$ cat config.mk
export PLATFORM = sky130hd
export DESIGN_NAME = rra_arbiter
export DESIGN_NICKNAME = d
export VERILOG_FILES = /design/src/rtl/rra_pkg.sv /design/src/rtl/rra_reset_sync.sv /design/src/rtl/rra_kill_tree.sv /design/src/rtl/rra_rr_pick.sv /design/src/rtl/rra_arbiter.sv
export SDC_FILE = /design/constraint.sdc
export NUM_CORES = 1
export LEC_CHECK = 0
export BUFFER_PORTS_ARGS = -buffer_cell sky130_fd_sc_hd__buf_2
export CAP_MARGIN = 15
export CORE_MARGIN = 8
export CORE_UTILIZATION = 30
export DETAILED_ROUTE_END_ITERATION = 8
export GPL_TIMING_DRIVEN = 0
export SLEW_MARGIN = 10
export SYNTH_ARGS = -nofsm -noshare
export SYNTH_HDL_FRONTEND = slang
export SYNTH_SLANG_ARGS = --single-unit
$ cat constraint.sdc
create_clock -name clk_i -period 1.55 [get_ports clk_i]
set_clock_uncertainty 0.15 [all_clocks]
set_input_delay 0.155 -clock clk_i [delete_from_list [all_inputs] [get_ports clk_i]]
set_output_delay 0.155 -clock clk_i [all_outputs]
set_load 0.03 [all_outputs]
$ cat src/rtl/rra_pkg.sv
package rra_pkg;

  // Outcome of one arbitration cycle.
  typedef enum logic [1:0] {
    DEC_IDLE = 2'd0,  // nothing requesting, grant cleared
    DEC_KEEP = 2'd1,  // current holder still requesting
    DEC_NEW  = 2'd2   // fresh winner chosen from the tree
  } rra_dec_e;

  localparam int unsigned RRA_MAX_REQ = 144;

endpackage

$ cat src/rtl/rra_reset_sync.sv
module rra_reset_sync #(
  parameter int unsigned STAGES = 2
) (
  input  logic clk_i,
  input  logic rst_ni,
  output logic rst_sync_no
);

  logic [STAGES-1:0] sync_q;

  always_ff @(posedge clk_i or negedge rst_ni) begin
    if (!rst_ni) begin
      sync_q <= '0;
    end else begin
      sync_q <= {sync_q[STAGES-2:0], 1'b1};
    end
  end

  assign rst_sync_no = sync_q[STAGES-1];

endmodule

$ cat src/rtl/rra_kill_tree.sv
// Log-depth prefix tree: killed_o[i] is high when any kill_i[j] with j < i
// is high, i.e. a lower-indexed requester has already taken the grant.
module rra_kill_tree #(
  parameter int unsigned WIDTH = 8
) (
  input  logic [WIDTH-1:0] kill_i,
  output logic [WIDTH-1:0] killed_o
);

  localparam int unsigned LEVELS = (WIDTH > 1) ? $clog2(WIDTH) : 1;

  logic [LEVELS:0][WIDTH-1:0] lvl;

  assign lvl[0] = kill_i;

  for (genvar l = 0; l < LEVELS; l++) begin : g_lvl
    localparam int unsigned SPAN = 2 ** l;
    for (genvar b = 0; b < WIDTH; b++) begin : g_bit
      if (b >= SPAN) begin : g_merge
        assign lvl[l+1][b] = lvl[l][b] | lvl[l][b-SPAN];
      end else begin : g_pass
        assign lvl[l+1][b] = lvl[l][b];
      end
    end
  end

  // Shift the inclusive prefix up by one to make it exclusive.
  assign killed_o = {lvl[LEVELS][WIDTH-2:0], 1'b0};

endmodule

$ cat src/rtl/rra_rr_pick.sv
// Rotating-priority pick: the upper tree covers requests at or above the
// pointer, the full tree covers the wrapped case.
module rra_rr_pick #(
  parameter int unsigned N_REQ = 16,
  parameter int unsigned IDX_W = $clog2(N_REQ)
) (
  input  logic [N_REQ-1:0] req_i,
  input  logic [IDX_W-1:0] ptr_i,
  output logic [N_REQ-1:0] gnt_o,
  output logic             any_o,
  output logic [IDX_W-1:0] idx_o
);

  logic [N_REQ-1:0] prio_mask;
  logic [N_REQ-1:0] req_upper;
  logic [N_REQ-1:0] killed_upper;
  logic [N_REQ-1:0] killed_all;
  logic [N_REQ-1:0] gnt_upper;
  logic [N_REQ-1:0] gnt_wrap;
  logic             any_upper;

  for (genvar i = 0; i < N_REQ; i++) begin : g_mask
    assign prio_mask[i] = (IDX_W'(i) >= ptr_i);
  end

  assign req_upper = req_i & prio_mask;

  rra_kill_tree #(.WIDTH(N_REQ)) u_tree_upper (
    .kill_i   (req_upper),
    .killed_o (killed_upper)
  );

  rra_kill_tree #(.WIDTH(N_REQ)) u_tree_all (
    .kill_i   (req_i),
    .killed_o (killed_all)
  );

  assign gnt_upper = req_upper & ~killed_upper;
  assign gnt_wrap  = req_i & ~killed_all;
  assign any_upper = |req_upper;
  assign any_o     = |req_i;

  always_comb begin
    gnt_o = any_upper ? gnt_upper : gnt_wrap;
  end

  always_comb begin
    idx_o = '0;
    for (int i = 0; i < N_REQ; i++) begin
      if (gnt_o[i]) begin
        idx_o = idx_o | IDX_W'(i);
      end
    end
  end

endmodule

$ cat src/rtl/rra_arbiter.sv
module rra_arbiter
  import rra_pkg::*;
#(
  parameter int unsigned N_REQ = 16
) (
  input  logic             clk_i,
  input  logic             rst_ni,
  input  logic [N_REQ-1:0] req_i,
  output logic [N_REQ-1:0] gnt_o
);

  localparam int unsigned IDX_W = $clog2(N_REQ);
  localparam logic [IDX_W-1:0] LAST_IDX = IDX_W'(N_REQ - 1);

  logic             rst_n_sync;
  logic [N_REQ-1:0] req_q;
  logic [N_REQ-1:0] gnt_q;
  logic [N_REQ-1:0] gnt_d;
  logic [IDX_W-1:0] ptr_q;
  logic [IDX_W-1:0] ptr_d;
  logic             gnt_en;
  logic             ptr_en;
  logic [N_REQ-1:0] pick_gnt;
  logic             pick_any;
  logic [IDX_W-1:0] pick_idx;
  logic             holding;
  rra_dec_e         dec;

  rra_reset_sync #(.STAGES(2)) u_rst_sync (
    .clk_i       (clk_i),
    .rst_ni      (rst_ni),
    .rst_sync_no (rst_n_sync)
  );

  rra_rr_pick #(.N_REQ(N_REQ), .IDX_W(IDX_W)) u_pick (
    .req_i (req_q),
    .ptr_i (ptr_q),
    .gnt_o (pick_gnt),
    .any_o (pick_any),
    .idx_o (pick_idx)
  );

  // Next-state logic
  always_comb begin
    holding = |(gnt_q & req_q);
    if (holding) begin
      dec = DEC_KEEP;
    end else if (pick_any) begin
      dec = DEC_NEW;
    end else begin
      dec = DEC_IDLE;
    end

    gnt_en = (dec != DEC_KEEP);
    gnt_d  = (dec == DEC_NEW) ? pick_gnt : '0;
    ptr_en = (dec == DEC_NEW);
    ptr_d  = (pick_idx == LAST_IDX) ? '0 : pick_idx + IDX_W'(1);
  end

  // Registers
  always_ff @(posedge clk_i or negedge rst_n_sync) begin
    if (!rst_n_sync) begin
      req_q <= '0;
    end else begin
      req_q <= req_i;
    end
  end

  always_ff @(posedge clk_i or negedge rst_n_sync) begin
    if (!rst_n_sync) begin
      gnt_q <= '0;
    end else if (gnt_en) begin
      gnt_q <= gnt_d;
    end
  end

  always_ff @(posedge clk_i or negedge rst_n_sync) begin
    if (!rst_n_sync) begin
      ptr_q <= '0;
    end else if (ptr_en) begin
      ptr_q <= ptr_d;
    end
  end

  assign gnt_o = gnt_q;

endmodule

# After elaboration in Yosys (flattened, before gate mapping)
# Index checks and enable logic that the tools add are counted.
dict set report word_totals {
  word_cells 143
  regBits 38
  output_inout_bits 16
}
dict set report op_classes {
  n_lt_le_gt_ge 16
  n_reduce_logical 3
  n_eq_ne 3
  muxes 20
  add_sub_neg 1
  n_bitwise 96
}
# cell count
set op_table {}
lappend op_table {{$or 1x1->1} 90}
lappend op_table {{$and 16x16->16} 4}
lappend op_table {{$reduce_or 16->1} 3}
lappend op_table {{$mux 4} 9}
lappend op_table {{$ge 4x4->1 const A} 8}
lappend op_table {{$mux 16} 2}
lappend op_table {{$not 16->16} 2}
lappend op_table {{$ge 3x4->1 const A} 4}
lappend op_table {{$mux 3} 4}
lappend op_table {{$ge 1x4->1 const A} 2}
lappend op_table {{$ge 2x4->1 const A} 2}
lappend op_table {{$mux 2} 4}
lappend op_table {{$add 4x1->4 const B} 1}
lappend op_table {{$eq 4x4->1 const B} 1}
lappend op_table {{$eq 2x2->1 const B} 1}
lappend op_table {{$ne 2x1->1 const B} 1}
lappend op_table {{$mux 1} 1}

# Logic depth before layout (Yosys ltp)
# Gate-level depths: netlist (run 1).
dict set report logic_depth {
  word_depth 26
  mapped_depth 14
  ltp_nobuf 12
}

# Cells and area by module
# A second synthesis (run 1) with hierarchy kept.
dict set report unflattened {
  cells_unflattened 301
  hier_area_um2 2570.0
}
# module area_per_inst_um2 cells_per_inst n_inst seq_area_each_um2
set modules_own_cells {}
lappend modules_own_cells {rra_arbiter 1383.8 112 1 900.9}
lappend modules_own_cells {rra_rr_pick 824.5 144 1 0.0}
lappend modules_own_cells {rra_kill_tree 153.9 21 2 0.0}
lappend modules_own_cells {rra_reset_sync 53.8 3 1 50.0}

# Worst setup path after synthesis (run 1)
# Ideal clock, no wire load.
dict set report synth_path {
  path_kind {flip-flop to flip-flop}
  startpoint {register req_q[12]}
  endpoint {register ptr_q[0]}
  path_slack_ns -1.236
  path_buffers 1
  required_ns 1.274
  arrival_time_ns 2.510
  stages_incl_launch_ff 14
  setup_time_ns 0.126
  path_cell_list {dfrtp_1 buf_2 nor3_2 a2bb2oi_1 a211o_1 nor4_2 a31oi_1 and3_1 nand3_1 ha_1 inv_1 a41o_1 o21ba_1 o31ai_1}
}
dict set report synth_via {
  elab_chain_cells 20
  word_cells_on_any_way 53
  cone_classes {add/sub: 1; eq/ne: 2; mux: 19; bitwise: 28; reduce/logical: 3}
}
# element line_no
set synth_lines {}
lappend synth_lines {{start: declaration} rra_arbiter.sv:16} ;# logic [N_REQ-1:0] req_q;
lappend synth_lines {{start signal: assignment} rra_arbiter.sv:65} ;# req_q <= req_i;
lappend synth_lines {{$and 16x16->16} rra_rr_pick.sv:26} ;# assign req_upper = req_i & prio_mask;
lappend synth_lines {{$reduce_or 16->1} rra_rr_pick.sv:40} ;# assign any_upper = |req_upper;
lappend synth_lines {{$mux 16} rra_rr_pick.sv:44} ;# gnt_o = any_upper ? gnt_upper : gnt_wrap;
lappend synth_lines {{$mux 1} rra_rr_pick.sv:50} ;# if (gnt_o[i]) begin
lappend synth_lines {{$mux 2 (2 in series)} rra_rr_pick.sv:50}
lappend synth_lines {{$mux 3 (4 in series)} rra_rr_pick.sv:50}
lappend synth_lines {{$mux 4 (8 in series)} rra_rr_pick.sv:50}
lappend synth_lines {{$add 4x1->4 / $eq 4x4->1 (equally long branches)} rra_arbiter.sv:57} ;# ptr_d = (pick_idx == LAST_IDX) ? '0 : pick_idx + IDX_W'(1);
lappend synth_lines {{$mux 4} rra_arbiter.sv:57}
lappend synth_lines {{end signal: assignment} rra_arbiter.sv:81} ;# ptr_q <= ptr_d;
lappend synth_lines {{end: declaration} rra_arbiter.sv:19} ;# logic [IDX_W-1:0] ptr_q;
# Parallel ways exist; a longest one is shown, timed or not.
# A chain may end at the register's enable or synchronous reset.

# Worst setup path after layout (run 1)
dict set report layout_path {
  startpoint {register ptr_q[0]}
  endpoint {register ptr_q[3]}
}
dict set report layout_via {
  elab_chain_cells 22
  word_cells_on_any_way 84
  cone_classes {add/sub: 1; order compare: 16; eq/ne: 1; mux: 17; bitwise: 48; reduce/logical: 1}
}
# element line_no
set layout_lines {}
lappend layout_lines {{$ge 1x4->1 / $ge 2x4->1 (equally long branches)} rra_rr_pick.sv:23} ;# assign prio_mask[i] = (IDX_W'(i) >= ptr_i);
lappend layout_lines {{$and 16x16->16 *} rra_rr_pick.sv:26}
lappend layout_lines {{branches (longest 2 deep; another with $reduce_or 16->1)} --}
lappend layout_lines {{$mux 16 *} rra_rr_pick.sv:44}
lappend layout_lines {{$mux 1 (tied with other cells)} rra_rr_pick.sv:50}
lappend layout_lines {{$mux 2 / $mux 16 (equally long branches)} {rra_rr_pick.sv:50, rra_rr_pick.sv:44}}
lappend layout_lines {{$mux 2} rra_rr_pick.sv:50}
lappend layout_lines {{$mux 3 (4 in series)} rra_rr_pick.sv:50}
lappend layout_lines {{$mux 4 (7 in series)} rra_rr_pick.sv:50}
lappend layout_lines {{$mux 4 *} rra_rr_pick.sv:50}
lappend layout_lines {{$add 4x1->4 / $eq 4x4->1 (equally long branches)} rra_arbiter.sv:57}
lappend layout_lines {{$mux 4 *} rra_arbiter.sv:57}
# Every way passes the cells marked *.

==> results of run 1 <==
-- critical path, stage by stage (launching register included) --
cell     delay, ps
dfrtp_2        440
buf_6          120
and2b_1        170
o21ai_2        170
nand4_1        240
buf_6          230
nor4_4         280
a31oi_2         90
buf_4          170
buf_4          120
buf_4          130
buf_4          130
buf_4          130
nand3_1        110
o21ai_0        120
a31oi_1        220
-- per-stage QoR --
step,setup slack [ps],TNS (ps)
2_1_floorplan,-1120,-10580
3_3_place_gp,-1700,-29010
3_5_place_dp,-1670,-21910
4_1_cts,-1400,-15810
5_1_grt,-1630,-18690
6_report,-1560,-17550
-- logic make-up after synthesis --
logic type	Yosys count	share of synthesized area
and+or+nand+nor	87	0.221
AOI/OAI and AO/OA	81	0.270
DFF	38	0.451
buffers and inverters	18	0.0427
adders and majority gates	1	0.00593
other	1	0.00178
xor gates and xnor gates	1	0.00415
muxes	1	0.00474
-- layer usage --
layer | vias to the layer above | share of wire
met5 | - | 0
met4 | 0 | 0.044
met3 | 44 | 0.092
met2 | 181 | 0.47
met1 | 1225 | 0.40
li1 | 1086 | -
-- cells in the mapped netlist (all sizes together), types with 2 or more instances --
master,number,area share
nor4b,2,0.0083
a22o,5,0.021
a2bb2oi,3,0.012
o2111ai,3,0.012
clkbuf,3,0.0053
a211o,2,0.0083
o21a,3,0.011
nand4,5,0.015
inv,7,0.012
and3,5,0.015
nor2b,2,0.0059
a21boi,4,0.014
a221oi,4,0.017
a21oi,5,0.012
o211ai,2,0.0071
or2,2,0.0059
buf,8,0.025
nand3b,2,0.0071
nor3,8,0.021
nor4,5,0.021
o31ai,2,0.0071
a21o,2,0.0071
nor2,10,0.018
a41o,2,0.0095
o32a,2,0.0095
a41oi,3,0.012
dfrtp,38,0.45
a31oi,5,0.015
o21ai,27,0.064
nand3,8,0.021
nand2,31,0.055
-- registers in the layout, summed over array words and instances (netlist names) --
name,count
gnt_o,16
req_q,16
ptr_q,4
u_rst_sync.sync_q,2
-- area by class of cell --
| class | count | area (um^2) |
|---|---|---|
| Clock inverter | 1 | 30.0 |
| Clock buffer | 7 | 86.3 |
| Sequential cell | 38 | 968 |
| Buffer | 11 | 141 |
| Multi-Input combinational cell | 172 | 1440 |
| Timing Repair Buffer | 103 | 778 |
| Fill cell | 589 | 3200 |
| Tap cell | 96 | 120 |
| Inverter | 7 | 30.0 |
-- layout by cell type (no fill, tap or decap), types with 5 or more instances in the layout --
master	instances
nor2_1	9
buf_2	35
o21ai_2	10
buf_6	14
buf_4	43
o21ai_0	6
dfrtp_1	24
o21ai_1	11
nand4_1	5
dlygate4sd3_1	17
dfrtp_2	14
clkbuf_8	7
a22o_1	5
nand2_1	26
nor4_4	5
-- power by group through the flow --
stage          clock network [mW]  logic, mW  registers [mW]
6_report                    0.902       5.87            1.49
5_1_grt                     0.949       6.14            1.52
4_1_cts                     0.912       4.85            1.48
3_5_place_dp                    0       3.08            1.50
3_3_place_gp                    0       3.07            1.48
2_1_floorplan                   0       2.01            1.68
-- worst max-delay path by stage --
stage                         start  slack, ps              endpoint  cells after the start
6_report       ptr_q[0]$_DFFE_PN0P_      -1560  ptr_q[3]$_DFFE_PN0P_                     15
5_1_grt        ptr_q[0]$_DFFE_PN0P_      -1630  ptr_q[3]$_DFFE_PN0P_                     15
2_1_floorplan    req_q[8]$_DFF_PN0_      -1120  ptr_q[0]$_DFFE_PN0P_                     12
3_3_place_gp     req_q[0]$_DFF_PN0_      -1700  ptr_q[0]$_DFFE_PN0P_                     11
3_5_place_dp     req_q[7]$_DFF_PN0_      -1670  ptr_q[0]$_DFFE_PN0P_                     11
4_1_cts        ptr_q[0]$_DFFE_PN0P_      -1400  ptr_q[0]$_DFFE_PN0P_                     13
-- timing repair --
action	in CTS	in global routing
gates resized for setup	72	31
buffers inserted	33	16
pin swaps	21	19
hold endpoints to repair	18	0
gates cloned	2	2
endpoints found under the setup margin	20	20
hold buffers	17	0
==> impl_metrics.yaml, run 1 <==
run_status:
  outcome: "finished, violations left"
  violations: "negative setup slack"
power:
  p_sw_mw: 3.72
  leakage_nw: 1.55
  vdd.ir_drop.worst_mv: 1.83
  pwr-share-clk: 0.109
  seqPwrFrac: 0.180
  finalPower_mw: 8.26
  combPwrFrac: 0.711
  power_density_mw_per_mm2: 2300
  internal_power_mw: 4.55
  p_sw_frac: 0.450
drt:
  viasPerCell: 5.83
  initialDrtViolationCount: 352
  wirelength_mm: 8.76
  ant_nets: 0
  drc: 0
  first_pass_iters: 5
  detail_route.wl_per_cell_um: 20.1
  dr_total_vias: 2536
clocking:
  cts_sinks: 38
  cts_tree: "built"
  htree_levels: 2
  cts-root-buf: "clkbuf_8"
  cts_buffers: 5
  clock_latency_ps: 310
  path_clk_slew_ps: 70
  clock_path_buffers: 2
worst_setup_path:
  critPathKind: "reg -> reg"
  reg2reg_slack_ps: -1560
  worstPathRequired_ps: 1610
  worstSetupStartpointType: "register"
  critPathMaxFanout: 5
  reg2reg_to: "ptr_q[3]$_DFFE_PN0P_"
  end_kind: "register"
  r2r_start: "ptr_q[0]$_DFFE_PN0P_"
  arrival_ps: 3170
  r2r_cells: 15
global_routing:
  grt_use_total: 0.169
  gr-max-usage-layer: "met2"
  met1_usage: 0.207
  grt_max_degree: 37
  grt_pass1_vias: 2408
  met2_usage: 0.263
  met3_usage: 0.0401
  grt-ovfl-total: 0
  grt_pass1_wl_mm: 13.2
  antenna_found_initial: 0
layout:
  nets: 357
  diodes: 0
  area_growth_pct: 70.1
  layout-drive-gt1-share: 0.525
  instances_no_fill: 435
  stdcell_area_mm2: 0.00359
  fin_util: 0.529
run:
  maxCapViolCount: 0
synth:
  synth_edf_count: 0
  postSynthRegisterBits: 38
  synth.distinct_cells: 56
  ys_seq_area_frac: 0.451
  synth_fp_nets: 247
  synth_warnings: 0
  synthFlopType: "dfrtp_1"
  async_reset_ff_frac: 1.00
  synth_area_mm2: 0.00211
  synth_cells: 228
  synth.avg_cell_area_um2: 9.26
die:
  die_h_um: 99.9
  die_w_um: 99.9
  core_area_mm2: 0.00679
  die_area_mm2: 0.00998
  rows: 30
  pin_count: 34
  initial_core_util: 0.311
placement:
  routabilityCongestion: 0.934
  placed_cells: 357
  place_area_mm2: 0.00252
  port_buffers: 33
  place.detailed.hpwl_mm: 5.00
timing:
  rsz0062_at_grt: "true"
  report.final.slew_viol_count: 0
  maxSlewHeadroom: 0.483
  period_share: 2.01
  max_freq_mhz: 321
  whs_ps: 18.8
  final_hold_viol_count: 0
  setup_viol: 20
  setup_slack_ps: -1560
  period_minus_slack_ps: 3110
  worst_pin_slew_ps: 775
hold_path:
  hp-class: "in -> async"
No activity file was read; power rests on OpenSTA's default activity.
==> run 2, diff against run 1 <==
Settings changed: SKIP_LAST_GASP from default to 1.
==> run 2 against run 1 <==
Net effect:
- the flow still finishes with violations (negative setup slack)
- flip-flop and latch count did not move
- clock-buffer cell count did not move
- clock power rose by 0.6%
- first-iteration DRC count fell by 6.3%
- combinational power fell by 3.9%
- die area did not move
- fmax fell by 0.37%
- setup slack got worse by 12 ps
- hold slack barely moved
- sequential power barely moved
- non-clock buffer count fell by 1
- largest cell class unchanged
- critical endpoint is now ptr_q[0]$_DFFE_PN0P_
- register-to-register slack barely moved
==> impl_metrics.yaml, run 2 (synthesis gave the netlist of run 1 again) <==
drt:
  first_pass_iters: 5
  drc: 0
  dr_total_vias: 2467
  ant_nets: 0
  wirelength_mm: 8.65
  viasPerCell: 5.68
  initialDrtViolationCount: 330
  detail_route.wl_per_cell_um: 19.9
clocking:
  clock_latency_ps: 310
  clock_path_buffers: 2
  cts_sinks: 38
  cts_buffers: 5
  cts_tree: "built"
  cts-root-buf: "clkbuf_8"
  htree_levels: 2
  path_clk_slew_ps: 80
placement:
  port_buffers: 33
  place.detailed.hpwl_mm: 5.00
  routabilityCongestion: 0.934
worst_setup_path:
  max_stage_delay_ps: 410
  critPathMaxFanout: 7
  arrival_ps: 3180
  crit_slowest_cell: "dfrtp_1"
  worstSetupStartpointType: "register"
  critPathKind: "reg -> reg"
  end_kind: "register"
  critPathBufInv: 4
  path_common_cell: "buf_6"
  worstPathRequired_ps: 1610
  crit_path_cell_trace: "buf_6 -> buf_6 -> nor3_4 -> o21ai_2 -> nand4_1 -> buf_6 -> a211oi_1 -> o21ai_1 -> and3_4 -> nand4_1 -> ha_4 -> inv_2 -> a41o_1 -> o21ba_4 -> o31ai_2"
  crit_family: "compound AO/OA/AOI/OAI gates"
layout:
  diodes: 0
  fillers: 601
  layout-drive-gt1-share: 0.515
  nets: 356
  final_common_cell: "buf_4"
  layout_common_cells: "buf_4 (43), buf_2 (35), nand2_1 (28)"
  area_growth_pct: 68.5
  fin_util: 0.523
timing:
  fin_tns_setup_ps: -17750
  maxSlewHeadroom: 0.480
  worst_pin_slew_ps: 780
  rsz0062_at_grt: "true"
  period_share: 2.02
  setup_viol: 20
  report.final.slew_viol_count: 0
  period_minus_slack_ps: 3120
  max_freq_mhz: 320
  final_hold_viol_count: 0
  setup_slack_ps: -1570
power:
  vdd.ir_drop.worst_mv: 1.69
  power_density_mw_per_mm2: 2260
  leakage_nw: 1.53
global_routing:
  grt_pass1_wl_mm: 13.1
  grt_use_total: 0.168
  antenna_found_initial: 0
  grt_max_degree: 37
  grt-ovfl-total: 0
  grt_pass1_vias: 2417
run:
  maxCapViolCount: 0
die:
  pin_count: 34
  rows: 30
  initial_core_util: 0.311
  die_w_um: 99.9
  core_area_mm2: 0.00679
  die_h_um: 99.9
  die_area_mm2: 0.00998
run_status:
  outcome: "finished, violations left"
  violations: "negative setup slack"
hold_path:
  hp-class: "in -> async"
[run 2: worst reg2reg max path: cells and delay by family (launching register included)]
family | cells | cell delay, ps
buf+inv | 4 | 500
simple gates | 4 | 830
flops | 1 | 410
fa+ha+maj | 1 | 230
compound gates | 6 | 900
[run 2: where the power goes]
part	internal [mW]	switching, mW	total, mW
clock network	0.525	0.382	0.907
logic	2.66	2.98	5.64
registers	1.22	0.261	1.48
[run 2: final timing paths]
check / from / end / slack [ps] / depth (start not counted)
min in group clk_i: u_rst_sync.sync_q[0]$_DFF_PN0_ / u_rst_sync.sync_q[1]$_DFF_PN0_ / 210 / 0
setup reg to reg: ptr_q[3]$_DFFE_PN0P_ / ptr_q[0]$_DFFE_PN0P_ / -1570 / 15
setup / recovery: ptr_q[3]$_DFFE_PN0P_ / ptr_q[0]$_DFFE_PN0P_ / -1570 / 15
max in group asynchronous: u_rst_sync.sync_q[1]$_DFF_PN0_ / req_q[14]$_DFF_PN0_ / 510 / 0
hold / removal: rst_ni / u_rst_sync.sync_q[0]$_DFF_PN0_ / 20 / 2
hold reg to reg: u_rst_sync.sync_q[1]$_DFF_PN0_ / gnt_o[1]$_DFFE_PN0P_ / 190 / 0
[run 2: metrics by stage]
step	power [mW]	hold slack (ps)	instances	cell area [um^2]	setup WS (ps)
2_1_floorplan	3.69	-291	228	2230	-1120
3_3_place_gp	4.55	-210	357	2520	-1700
3_5_place_dp	4.57	-208	357	2520	-1670
4_1_cts	7.11	16.0	417	3320	-1400
5_1_grt	8.38	7.73	434	3560	-1600
6_report	8.03	18.3	434	3560	-1570
[run 2: routing by layer]
metal	GRT usage	wire length, um	up-vias
met5	0	0	-
met2	0.261	4020	159
li1	-	-	1085
met4	0.100	426	0
met3	0.0401	745	47
met1	0.207	3450	1176
[run 2: final cells by class]
class / count / area, um^2 / share of cell area
Multi-Input combinational cell: 172 / 1420 / 0.400
Sequential cell: 38 / 968 / 0.272
Timing Repair Buffer: 102 / 767 / 0.216
Buffer: 11 / 131 / 0.0369
Tap cell: 96 / 120 / 0.0338
Clock buffer: 7 / 86.3 / 0.0243
Clock inverter: 1 / 30.0 / 0.00844
Inverter: 7 / 30.0 / 0.00844
[run 2: timing repair]
item / CTS / global route
endpoints found under the hold margin: 18 / 0
hold buffers: 17 / 0
setup buffers: 33 / 16
endpoints found under the setup margin: 20 / 20
pin swaps: 21 / 19
gates resized for setup: 63 / 33
gates cloned: 2 / 1
==> run 3, diff against run 2 <==
Settings changed: PLACE_DENSITY_LB_ADDON from default to 0.3.
==> run 3 against run 2 <==
Net effect:
- the flow still finishes with violations (negative setup slack)
- die area did not move
- design area rose by 2.3%
- power fell by 4.0%
- sequential share of layout area fell by 0.64 points
- first-iteration DRC count rose by 24%
- clock power fell by 18%
- final cell count rose by 0.69%
- critical path depth fell by 2
- clock-buffer cell count fell by 1
- setup slack improved by 9.0 ps
- fmax rose by 0.29%
- register-to-register slack barely moved
- highest routed layer unchanged
==> impl_metrics.yaml, run 3 (synthesis gave the netlist of run 1 again) <==
timing:
  whs_ps: 12.1
  report.final.slew_viol_count: 0
  setup_viol: 20
  setup_slack_ps: -1570
  rsz0062_at_grt: "true"
  period_minus_slack_ps: 3120
  final_hold_viol_count: 0
  worst_pin_slew_ps: 791
  max_freq_mhz: 321
  period_share: 2.01
  maxSlewHeadroom: 0.472
power:
  power_density_mw_per_mm2: 2120
  vdd.ir_drop.worst_mv: 1.24
  combPwrFrac: 0.711
  pwr-share-clk: 0.096
  leakage_nw: 1.58
  seqPwrFrac: 0.193
  p_sw_mw: 3.56
  internal_power_mw: 4.15
  p_sw_frac: 0.462
global_routing:
  grt-ovfl-total: 0
  antenna_found_initial: 0
  grt_use_total: 0.166
  grt_pass1_wl_mm: 13.1
  grt_max_degree: 37
  grt_pass1_vias: 2447
layout:
  area_growth_pct: 72.3
  final_common_cell: "buf_4"
  nets: 359
  fillers: 578
  stdcell_area_mm2: 0.00364
  layout-drive-gt1-share: 0.525
  layout_common_cells: "buf_4 (44), buf_2 (34), nand2_1 (28)"
  diodes: 0
drt:
  initialDrtViolationCount: 410
  drt-met1-wl_mm: 3.47
  ant_nets: 0
  drc: 0
  dr_wl_met3_um: 730
  highest_layer: "met4"
  detail_route.wl_per_cell_um: 19.8
  wirelength_mm: 8.67
  first_pass_iters: 5
  dr_total_vias: 2498
  viasPerCell: 5.72
  wl_met2_mm: 4.14
worst_setup_path:
  worstPathRequired_ps: 1590
  critPathKind: "reg -> reg"
  critPathMaxFanout: 7
  r2r_cells: 13
  end_kind: "register"
  worstSetupStartpointType: "register"
  arrival_ps: 3150
die:
  pin_count: 34
  rows: 30
  core_area_mm2: 0.00679
  die_area_mm2: 0.00998
  initial_core_util: 0.311
  die_h_um: 99.9
  die_w_um: 99.9
clocking:
  clock_path_buffers: 2
  path_clk_slew_ps: 80
  cts_sinks: 38
  cts_tree: "built"
  htree_levels: 2
  clock_latency_ps: 300
  cts_buffers: 5
  cts-root-buf: "clkbuf_8"
placement:
  port_buffers: 33
  place_area_mm2: 0.00252
  dp_slack_ps: -1610
  routabilityCongestion: 0.983
  place.detailed.hpwl_mm: 4.98
run_status:
  outcome: "finished, violations left"
  violations: "negative setup slack"
run:
  maxCapViolCount: 0
hold_path:
  hp-class: "in -> async"
[run 3: per-layer routing]
layer,vias up,track usage
met3,33,0.0408
met4,0,0.0873
met1,1232,0.214
met2,135,0.251
met5,-,0
li1,1098,-
[run 3: timing repair]
action	CTS	global route
pin swaps	26	18
gates resized for setup	79	20
gates cloned	2	1
setup buffers	34	19
hold buffers	17	0
endpoints found under the setup margin	20	20
endpoints found under the hold margin	18	0
[run 3: cell type report]
class	instances	area (um^2)	area share
flip-flops and latches	38	967	0.266
plain buffers	11	141	0.0389
clock buffers	6	82.6	0.0227
well taps	96	120	0.0330
repair buffers	105	823	0.226
inverters	7	30.0	0.00826
clock inverters	2	12.5	0.00344
multi-input cells	172	1460	0.401
[run 3: power by group through the flow]
stage / Clock [mW] / Sequential (mW) / Combinational, mW
6_report: 0.742 / 1.49 / 5.48
5_1_grt: 0.791 / 1.52 / 5.75
4_1_cts: 0.754 / 1.48 / 4.62
3_5_place_dp: 0 / 1.49 / 3.03
3_3_place_gp: 0 / 1.49 / 3.04
2_1_floorplan: 0 / 1.68 / 2.01
[run 3: through the flow]
step	setup TNS (ps)	power, mW	std cells	utilization
6_report	-18420	7.71	437	0.535
2_1_floorplan	-10580	3.69	228	-
4_1_cts	-15370	6.85	418	0.497
3_3_place_gp	-28280	4.53	357	0.371
5_1_grt	-19870	8.06	437	0.535
3_5_place_dp	-22170	4.53	357	0.371
[run 3: worst paths after layout]
| path | from | endpoint | slack, ps |
|---|---|---|---|
| max | ptr_q[1]$_DFFE_PN0P_ | ptr_q[0]$_DFFE_PN0P_ | -1570 |
| min | rst_ni | u_rst_sync.sync_q[1]$_DFF_PN0_ | 10 |
| max reg2reg | ptr_q[1]$_DFFE_PN0P_ | ptr_q[0]$_DFFE_PN0P_ | -1570 |
| min reg2reg | u_rst_sync.sync_q[1]$_DFF_PN0_ | req_q[2]$_DFF_PN0_ | 210 |
| max in group asynchronous | u_rst_sync.sync_q[1]$_DFF_PN0_ | req_q[13]$_DFF_PN0_ | 490 |
| min in group clk_i | u_rst_sync.sync_q[0]$_DFF_PN0_ | u_rst_sync.sync_q[1]$_DFF_PN0_ | 220 |
[run 3: critical path, cell delays in order (launching register included)]
cell,delay (ps)
dfrtp_2,470
buf_6,170
o2111ai_2,170
a211o_4,390
buf_6,140
nor3_4,320
o211ai_1,200
and3_4,210
nand4_1,100
ha_4,150
inv_2,20
a41o_1,210
o21ba_1,220
o31ai_1,60
